==> src/rtl/sinc3_pkg.sv <==
package sinc3_pkg;

   // Number of integrator/comb pairs fixed by the sinc-cubed response
   localparam int FILTER_ORDER = 3;

   // Ratio codes
   typedef enum logic [1:0] {
      RATE_X32  = 2'd0,
      RATE_X64  = 2'd1,
      RATE_X128 = 2'd2,
      RATE_X256 = 2'd3
   } rate_code_e;

   // Bits of word growth for a given log2 ratio
   function automatic int growth_bits(input int order, input int log2_ratio);
      return order * log2_ratio;
   endfunction

endpackage

==> src/rtl/sinc3_ctrl.sv <==
module sinc3_ctrl #(
   parameter int MIN_LOG2 = 5,
   parameter int N_RATES  = 4,
   parameter int ORDER    = 3,
   parameter int SEL_W    = 2
) (
   input  logic             clk,
   input  logic             rst_n,
   input  logic             en,
   input  logic [SEL_W-1:0] rate_sel,
   output logic             clr,
   output logic             tick,
   output logic             fill_ok,
   output logic [SEL_W-1:0] rate_q
);
   localparam int CNT_W  = MIN_LOG2 + N_RATES - 1;
   localparam int FILL_W = (ORDER > 2) ? $clog2(ORDER) : 1;

   if (N_RATES > (1 << SEL_W)) begin : g_bad_sel
      $error("rate select too narrow for N_RATES");
   end
   if (ORDER < 2) begin : g_bad_order
      $error("ORDER must be at least 2");
   end

   logic [CNT_W-1:0]  cnt;
   logic [CNT_W:0]    ratio;
   logic [CNT_W-1:0]  last_cnt;
   logic [FILL_W-1:0] fill;

   assign ratio    = (CNT_W+1)'(1) << (MIN_LOG2 + int'(rate_q));
   assign last_cnt = CNT_W'(ratio - 1'b1);
   assign clr      = (rate_sel != rate_q);
   assign tick     = en && !clr && (cnt == last_cnt);
   assign fill_ok  = (fill == FILL_W'(ORDER - 1));

   always_ff @(posedge clk or negedge rst_n) begin
      if (!rst_n) begin
         rate_q <= '0;
         cnt    <= '0;
         fill   <= '0;
      end else if (clr) begin
         rate_q <= rate_sel;
         cnt    <= '0;
         fill   <= '0;
      end else if (en) begin
         cnt <= tick ? '0 : cnt + 1'b1;
         if (tick && !fill_ok)
            fill <= fill + 1'b1;
      end
   end


   cnt_range_chk: assert property (@(posedge clk) disable iff (!rst_n)
      cnt <= last_cnt);


   clr_restart_chk: assert property (@(posedge clk) disable iff (!rst_n)
      clr |=> (cnt == '0) && (fill == '0));

endmodule

==> src/rtl/sinc3_integ.sv <==
module sinc3_integ #(
   parameter int ACC_W = 26,
   parameter int ORDER = 3
) (
   input  logic                    clk,
   input  logic                    rst_n,
   input  logic                    en,
   input  logic                    clr,
   input  logic                    bit_i,
   output logic signed [ACC_W-1:0] last_next
);
   logic signed [ACC_W-1:0] acc [ORDER];
   logic signed [ACC_W-1:0] nxt [ORDER];
   logic signed [ACC_W-1:0] x_in;

   // +1 for a one, -1 (all ones) for a zero
   assign x_in = bit_i ? ACC_W'(1) : '1;

   for (genvar k = 0; k < ORDER; k++) begin : g_stage
      if (k == 0) begin : g_first
         assign nxt[k] = acc[k] + x_in;
      end else begin : g_rest
         assign nxt[k] = acc[k] + acc[k-1];
      end

      always_ff @(posedge clk or negedge rst_n) begin
         if (!rst_n)
            acc[k] <= '0;
         else if (clr)
            acc[k] <= '0;
         else if (en)
            acc[k] <= nxt[k];
      end


      idle_hold_chk: assert property (@(posedge clk) disable iff (!rst_n)
         (!en && !clr) |=> $stable(acc[k]));
   end

   assign last_next = nxt[ORDER-1];

endmodule

==> src/rtl/sinc3_comb.sv <==
module sinc3_comb #(
   parameter int ACC_W    = 26,
   parameter int ORDER    = 3,
   parameter int OUT_W    = 16,
   parameter int MIN_LOG2 = 5,
   parameter int SEL_W    = 2
) (
   input  logic                    clk,
   input  logic                    rst_n,
   input  logic                    clr,
   input  logic                    tick,
   input  logic                    fill_ok,
   input  logic [SEL_W-1:0]        rate_q,
   input  logic signed [ACC_W-1:0] din,
   output logic signed [OUT_W-1:0] sample,
   output logic                    valid
);
   localparam int BASE_SH = ORDER * MIN_LOG2 - (OUT_W - 1);
   localparam logic signed [ACC_W-1:0] SAT_HI =
      {{(ACC_W-OUT_W+1){1'b0}}, {(OUT_W-1){1'b1}}};
   localparam logic signed [ACC_W-1:0] SAT_LO =
      {{(ACC_W-OUT_W+1){1'b1}}, {(OUT_W-1){1'b0}}};

   if (BASE_SH < 0) begin : g_bad_shift
      $error("smallest ratio gives less growth than the output width");
   end
   if (ACC_W <= OUT_W) begin : g_bad_width
      $error("accumulator must be wider than the output");
   end

   logic signed [ACC_W-1:0] dly  [ORDER];
   logic signed [ACC_W-1:0] diff [ORDER];
   logic signed [ACC_W-1:0] scaled;
   logic signed [ACC_W-1:0] limited;
   int                      sh;

   for (genvar k = 0; k < ORDER; k++) begin : g_comb
      if (k == 0) begin : g_first
         assign diff[k] = din - dly[k];
         always_ff @(posedge clk or negedge rst_n) begin
            if (!rst_n)       dly[k] <= '0;
            else if (clr)     dly[k] <= '0;
            else if (tick)    dly[k] <= din;
         end
      end else begin : g_rest
         assign diff[k] = diff[k-1] - dly[k];
         always_ff @(posedge clk or negedge rst_n) begin
            if (!rst_n)       dly[k] <= '0;
            else if (clr)     dly[k] <= '0;
            else if (tick)    dly[k] <= diff[k-1];
         end
      end
   end

   always_comb begin
      sh     = BASE_SH + ORDER * int'(rate_q);
      scaled = diff[ORDER-1] >>> sh;
      if (scaled > SAT_HI)
         limited = SAT_HI;
      else if (scaled < SAT_LO)
         limited = SAT_LO;
      else
         limited = scaled;
   end

   always_ff @(posedge clk or negedge rst_n) begin
      if (!rst_n) begin
         sample <= '0;
         valid  <= 1'b0;
      end else if (clr) begin
         sample <= '0;
         valid  <= 1'b0;
      end else begin
         valid <= tick && fill_ok;
         if (tick)
            sample <= limited[OUT_W-1:0];
      end
   end


   valid_pulse_chk: assert property (@(posedge clk) disable iff (!rst_n)
      valid |=> !valid);


   sample_hold_chk: assert property (@(posedge clk) disable iff (!rst_n)
      (!tick && !clr) |=> $stable(sample));

endmodule

==> src/rtl/sinc3_decim.sv <==
module sinc3_decim
   import sinc3_pkg::*;
#(
   parameter int OUT_W    = 16,
   parameter int MIN_LOG2 = 5,
   parameter int N_RATES  = 4,
   parameter int SEL_W    = 2
) (
   input  logic                    clk,
   input  logic                    rst_n,
   input  logic                    mod_en,
   input  logic                    mod_bit,
   input  logic [SEL_W-1:0]        rate_sel,
   output logic signed [OUT_W-1:0] pcm_out,
   output logic                    pcm_valid
);
   localparam int ORDER    = FILTER_ORDER;
   localparam int MAX_LOG2 = MIN_LOG2 + N_RATES - 1;
   localparam int ACC_W    = 2 + growth_bits(ORDER, MAX_LOG2);

   logic                    clr;
   logic                    tick;
   logic                    fill_ok;
   logic [SEL_W-1:0]        rate_q;
   logic signed [ACC_W-1:0] integ_last;

   sinc3_ctrl #(
      .MIN_LOG2 (MIN_LOG2),
      .N_RATES  (N_RATES),
      .ORDER    (ORDER),
      .SEL_W    (SEL_W)
   ) u_ctrl (
      .clk      (clk),
      .rst_n    (rst_n),
      .en       (mod_en),
      .rate_sel (rate_sel),
      .clr      (clr),
      .tick     (tick),
      .fill_ok  (fill_ok),
      .rate_q   (rate_q)
   );

   sinc3_integ #(
      .ACC_W (ACC_W),
      .ORDER (ORDER)
   ) u_integ (
      .clk       (clk),
      .rst_n     (rst_n),
      .en        (mod_en),
      .clr       (clr),
      .bit_i     (mod_bit),
      .last_next (integ_last)
   );

   sinc3_comb #(
      .ACC_W    (ACC_W),
      .ORDER    (ORDER),
      .OUT_W    (OUT_W),
      .MIN_LOG2 (MIN_LOG2),
      .SEL_W    (SEL_W)
   ) u_comb (
      .clk     (clk),
      .rst_n   (rst_n),
      .clr     (clr),
      .tick    (tick),
      .fill_ok (fill_ok),
      .rate_q  (rate_q),
      .din     (integ_last),
      .sample  (pcm_out),
      .valid   (pcm_valid)
   );


   valid_after_en_chk: assert property (@(posedge clk) disable iff (!rst_n)
      pcm_valid |-> $past(mod_en));


   change_no_valid_chk: assert property (@(posedge clk) disable iff (!rst_n)
      (rate_sel != $past(rate_sel)) |=> !pcm_valid);

endmodule

==> config.mk <==
export PLATFORM = sky130hd
export DESIGN_NAME = sinc3_decim
export DESIGN_NICKNAME = d
export VERILOG_FILES = /design/src/rtl/sinc3_pkg.sv /design/src/rtl/sinc3_ctrl.sv /design/src/rtl/sinc3_integ.sv /design/src/rtl/sinc3_comb.sv /design/src/rtl/sinc3_decim.sv
export SDC_FILE = /design/constraint.sdc
export NUM_CORES = 1
export LEC_CHECK = 0
export BUFFER_PORTS_ARGS = -buffer_cell sky130_fd_sc_hd__clkbuf_2
export CAP_MARGIN = 25
export CORE_UTILIZATION = 35
export CTS_CLUSTER_DIAMETER = 200
export DETAILED_ROUTE_END_ITERATION = 8
export PLACE_DENSITY = 0.54
export SYNTH_ARGS = -nofsm -noshare
export SYNTH_HDL_FRONTEND = slang
export SYNTH_HIERARCHICAL = 1
export SYNTH_SLANG_ARGS = --single-unit
==> constraint.sdc <==
create_clock -name clk -period 12.3 [get_ports clk]
set_input_delay 2.46 -clock clk [delete_from_list [all_inputs] [get_ports clk]]
set_output_delay 2.46 -clock clk [all_outputs]
set_load 0.01 [all_outputs]
Word level (Yosys, flattened, before mapping):

Cells that the tools add are included.

* add/subtract/negate cells: 10
* multiply operators: 1
* $lt $le $gt $ge: 2
* equal/unequal tests: 3
* shift operators: 2
* muxes and demuxes: 24
* reduce and logical (&&, ||, !) cells: 10

Operators with widths (number)
* $mux W26: 13
* $add A26 B26 Y26: 3
* $sub A26 B26 Y26: 3
* $mux W16: 4
* $shl A1 B32 Y8 const A: 1
* $gt A26 B16 Y1 const B: 1
* $lt A26 B16 Y1 const B: 1
* $sshr A26 B4 Y26: 1
* $mux W8: 3
* $add A8 B1 Y8 const B: 1
* $eq A8 B8 Y1: 1
* $sub A8 B1 Y8 const B: 1
* $mux W2: 3
* $reduce_bool A2 Y1: 3
* $add A3 B2 Y4 const A: 1
* $logic_and A1 B1 Y1: 4
* $mul A2 B2 Y4 const A: 1
* $add A2 B1 Y2 const B: 1
* $eq A2 B2 Y1 const B: 1
* $logic_not A1 Y1: 2
* $ne A2 B2 Y1: 1
* $reduce_and A2 Y1: 1
* $mux W1: 1

* register bits after elaboration: 185
* bits of input ports: 6
* output and inout port bits: 17
* word-level logic and storage cells: 63

Longest topological paths before layout:

* depth in word-level cells: 10
* depth in mapped cells: 42
* depth with buffers taken out: 40

Cells and area by module:

Netlist, hierarchy kept.

By module, submodules not included
* sinc3_comb: instances 1, cells each 1133, area each 9356.5 um2, sequential area each 2377.3 um2
* sinc3_integ: instances 1, cells each 785, area each 6881.6 um2, sequential area each 1951.9 um2
* sinc3_ctrl: instances 1, cells each 72, area each 721.9 um2, sequential area each 300.3 um2

Least setup slack after synthesis:

OpenSTA, ideal clock, no wires.

* kind: register to register
* from: reg u_integ/acc[26] (netlist bit)
* to: reg u_comb.sample[6]
* setup time: 131 ps
* arrival time: 8336 ps
* required time: 12169 ps
* slack: 3833 ps
* cell stages (with the launch flop): 41
* path buffers: 3
* clock period less this slack: 8467 ps
* path through: dfrtp_1 ha_1 fa_1 a21oi_1 nor2_1 or3_1 a31o_2 a21o_1 a21oi_1 xnor2_1 ha_1 a21o_1 a21o_1 a31o_1 a221o_1 xor2_1 ha_1 clkbuf_1 (+5 left out) o21bai_1 a21oi_1 xnor2_1 ha_1 buf_2 o21a_1 a31o_2 a311oi_1 nand3_1 xor2_1 nand2_1 nand2_1 mux4_2 nor4_1 a31oi_2 buf_6 nor2_1 o21ai_1

* word-level cells in the longest chain between the ends: 10
* elaborated cells between the ends (all ways): 11
* those cells by class: add/sub: 4; order compare: 2; shift: 1; mux: 4

RTL lines
* from (decl): RTL line sinc3_integ.sv:12 `logic signed [ACC_W-1:0] acc [ORDER];`
* from (signal, indexed assignment): RTL line sinc3_integ.sv:32 `acc[k] <= nxt[k];`
* $add A26 B26 Y26 *: RTL line sinc3_integ.sv:23 `assign nxt[k] = acc[k] + acc[k-1];`
* via integ_last[10]: RTL line sinc3_decim.sv:25 `logic signed [ACC_W-1:0] integ_last;`
* $sub A26 B26 Y26 *: RTL line sinc3_comb.sv:39 `assign diff[k] = din - dly[k];`
* $sub A26 B26 Y26 * (2 in series): RTL line sinc3_comb.sv:46 `assign diff[k] = diff[k-1] - dly[k];`
* $sshr A26 B4 Y26 *: RTL line sinc3_comb.sv:57 `scaled = diff[ORDER-1] >>> sh;`
* $lt A26 B16 Y1: RTL line sinc3_comb.sv:60 `else if (scaled < SAT_LO)`
* $mux W16: RTL line sinc3_comb.sv:60
* $mux W16 *: RTL line sinc3_comb.sv:58 `if (scaled > SAT_HI)`
* $mux W16 *: RTL line sinc3_comb.sv:75 `if (tick)`
* $mux W16 *: RTL line sinc3_comb.sv:70 `end else if (clr) begin`
* to (signal assigned): RTL line sinc3_comb.sv:76 `sample <= limited[OUT_W-1:0];`
* to (decl): RTL line sinc3_comb.sv:15 `output logic signed [OUT_W-1:0] sample,`

Mark *: on every way through the listed nets, which the timed path passes. The rest lies on a longest branch. The select of a mux whose other input is x is not followed.
A chain may end at the register's enable or synchronous reset.

Worst setup path in the final report:

* from: reg u_integ/acc[26] (netlist bit)
* to: reg u_comb.sample[1]

Same word-level chain as after synthesis.

==> impl_metrics.py <==
metrics = {
    "status": {
        "outcome": "finished, final reports clean",
    },
    "placement": {
        "placed_cell_area_um2": 17600,
        "dp_hpwl_um": 29500,
        "gp_congestion": 0.892,
        "port_buffers": 22,
    },
    "clock_network": {
        "cts_hold_buffers": 0,
        "cts_tree": "built",
        "clock-root-buffer": "clkbuf_16",
        "numCtsBuffers": 17,
        "postCtsSetupRepairBufs": 0,
        "clock-sinks": 185,
        "cts-resized-gates": 0,
        "clkTransAtPathRegs_ns": 0.07,
        "cts_buffer_depth": 2,
        "htreeDepth": 4,
        "clkLatencyLatePin_ns": 0.46,
    },
    "run": {
        "max-cap-violations": 0,
    },
    "timing": {
        "skew_ns": 0.0186,
        "finalCritPeriodShare": 0.777,
        "clock.fmax_mhz": 105,
        "relSlewSlack": 0.342,
        "layout_min_cycle_time_ns": 9.56,
        "maxSlewViolCount": 0,
        "tightestPinTransition_ns": 0.987,
        "rsz0062_at_grt": "false",
        "tns_ns": 0,
        "hold_violations": 0,
        "setup_viol": 0,
    },
    "die": {
        "core-area_um2": 47700,
        "dieArea_um2": 49300,
        "start_util": 0.355,
        "die_width_um": 222,
        "io_pins": 23,
        "die_h_um": 222,
        "rows": 80,
    },
    "route": {
        "topRoutingLayerUsed": "met4",
        "ant_nets": 0,
        "firstDrtPassIters": 5,
        "wl_met2_um": 19100,
        "drc": 0,
        "first_iter_violations": 632,
        "met1Wirelength_um": 18700,
        "dr_total_vias": 14000,
        "wl_per_cell_um": 15.2,
        "drt-total-wl_um": 39400,
        "wl_met3_um": 869,
        "vias_per_cell": 5.39,
    },
    "worst_hold_path": {
        "hold_path_end": "u_comb/sample[11]$_DFFE_PN0P_",
        "holdCritStartpoint": "u_comb/sample[11]$_DFFE_PN0P_",
        "hold_path_depth": 2,
        "min_path_type": "flop to flop",
    },
    "grt": {
        "grt_start_max_net_pins": 82,
        "antenna_found_initial": 0,
        "track_usage": 0.162,
        "grt_pass1_vias": 13600,
        "grt_pass1_wl_um": 66500,
        "grt-ovfl-total": 0,
    },
    "worst_setup_path": {
        "timing.rr.end": "u_comb/sample[1]$_DFFE_PN0P_",
        "critPathMaxFanout": 15,
        "start_kind": "flop",
        "critical_path.top_delay_family": "compound AO/OA/AOI/OAI gates",
        "criticalPathCategory": "flop to flop",
        "reg2reg_from": "u_integ/acc[26]$_DFFE_PN0P_",
        "crit_buf_inv": 0,
        "worstPathArrival_ns": 9.87,
        "critPathSlowestCell": "mux4_2",
        "cp-end-kind": "flop",
        "worst-r2r-cell-count": 39,
        "crit_top_cell": "a21oi_1",
        "r2r_setup_slack_ns": 2.74,
        "cp_data_required_time_ns": 12.61,
        "slowest_delay_ns": 0.50,
    },
    "layout": {
        "drive_gt1_frac": 0.0653,
        "nets": 2130,
        "final_area_um2": 18200,
        "antenna_cells": 0,
        "multi_input_area_um2": 11600,
        "regArea_um2": 4630,
        "fill_cells": 4853,
        "area_growth_pct": 7.43,
    },
    "power": {
        "leakagePower_nw": 8.30,
        "powerDensity_nw_per_um2": 221,
        "peakVddDrop_mv": 0.157,
    },
    "yosys": {
        "synth_mux_area_frac": 0.0941,
        "synth.distinct_cells": 103,
        "synth.most_common_cell": "nor2_1",
        "synth_fa_ha_area_frac": 0.121,
        "async_flop_share": 1.00,
        "synth_top_cell_by_area": "dfrtp_1",
        "avgSynthCellArea_um2": 8.52,
        "synth_simple_gate_area_frac": 0.167,
        "netlist_area_um2": 17000,
        "synth_nets": 2156,
        "synth_top_area_frac": 0.273,
        "ys_seq_elements": 185,
        "synth_top_family_by_area": "compound AO/OA/AOI/OAI gates",
        "synth_top_flop_cell": "dfrtp_1",
        "synth_edf_count": 0,
        "yosys-top-cells-area": "dfrtp_1 (27%), ha_1 (11%), mux2i_1 (8.3%)",
        "synth_compound_area_frac": 0.230,
        "synthXorXnorAreaFrac": 0.0691,
        "seq_area_frac_synth": 0.273,
        "synthTopCellsByCount": "nor2_1 (257), dfrtp_1 (185), ha_1 (154)",
        "postSynthCellCount": 1990,
        "yosys_warnings": 6,
    },
}
-- sequential cells by signal, summed over array words and instances (netlist names) --
register and flops:
u_comb/dly 78, u_comb/sample 16, u_comb/valid 1, u_ctrl/cnt 8, u_ctrl/fill 2, u_ctrl/rate_q 2
u_integ/acc 78
-- logic make-up after synthesis --
kind of cell,after synthesis
AND/OR/NAND/NOR,597
AO/OA/AOI/OAI,561
buffers and inverters,200
flip-flops,185
adder cells (fa/ha/maj),160
multiplexers,155
XOR/XNOR,132
-- how the worst max path moves through the flow --
stage                                         endpoint  cells past startpoint  slack [ns]                        start
after floorplan           u_comb/sample[6]$_DFFE_PN0P_                     40        3.83  u_integ/acc[26]$_DFFE_PN0P_
after global placement    u_comb/sample[1]$_DFFE_PN0P_                     39        2.96  u_integ/acc[26]$_DFFE_PN0P_
after detailed placement  u_comb/sample[1]$_DFFE_PN0P_                     39        2.81  u_integ/acc[26]$_DFFE_PN0P_
after CTS                 u_comb/sample[1]$_DFFE_PN0P_                     39        2.75  u_integ/acc[26]$_DFFE_PN0P_
after global routing      u_comb/sample[1]$_DFFE_PN0P_                     39        1.96  u_integ/acc[26]$_DFFE_PN0P_
final                     u_comb/sample[1]$_DFFE_PN0P_                     39        2.74  u_integ/acc[26]$_DFFE_PN0P_
-- power by group --
part / total, W / internal [W] / switching [W]
Sequential: 0.000628 / 0.000618 / 0.0000102
Combinational: 0.00285 / 0.00115 / 0.00171
Clock: 0.000553 / 0.000299 / 0.000255
-- worst register-to-register path: cells and delay by family (launching register included) --
family,cells,cell delay [ns]
and+or+nand+nor,12,2.42
DFF,1,0.41
adders and majority gates,5,1.73
muxes,2,0.82
xor gates and xnor gates,3,0.54
AOI/OAI and AO/OA,17,3.49
-- area by class of cell --
class                   count  area share
multi-input cells        1605       0.634
flip-flops and latches    185       0.254
well taps                 615      0.0422
clock buffers              21      0.0258
inverters                 117      0.0241
repair buffers             38      0.0133
clock inverters            11     0.00632
-- layer usage --
metal  vias up  track usage
met5         -            0
met1      6587        0.200
met4         0       0.0565
met2       176        0.289
li1       7174            -
met3        42       0.0209
-- cell usage in the layout (no fill, tap or decap), types with 44 or more instances in the layout --
cell type	synthesis	layout
a21o_1	80	80
a21oi_1	148	148
dfrtp_1	185	185
ha_1	154	154
inv_1	114	114
mux2i_1	141	141
nand2_1	101	101
nand3_1	46	46
nor2_1	257	257
o21ai_0	74	74
xnor2_1	87	87
xor2_1	44	44
-- per-stage QoR --
stage | setup WS [ns] | util | total power [W] | cells | hold slack, ns
after CTS | 2.75 | 0.382 | 0.00405 | 2592 | 0.488
after detailed placement | 2.81 | 0.369 | 0.00347 | 2560 | 0.473
after global placement | 2.96 | 0.369 | 0.00346 | 2560 | 0.470
final | 2.74 | 0.382 | 0.00404 | 2592 | 0.483
after global routing | 1.96 | 0.382 | 0.00437 | 2592 | 0.508
after floorplan | 3.83 | - | 0.00290 | 1990 | 0.466
(Power assumes the default switching activity.)
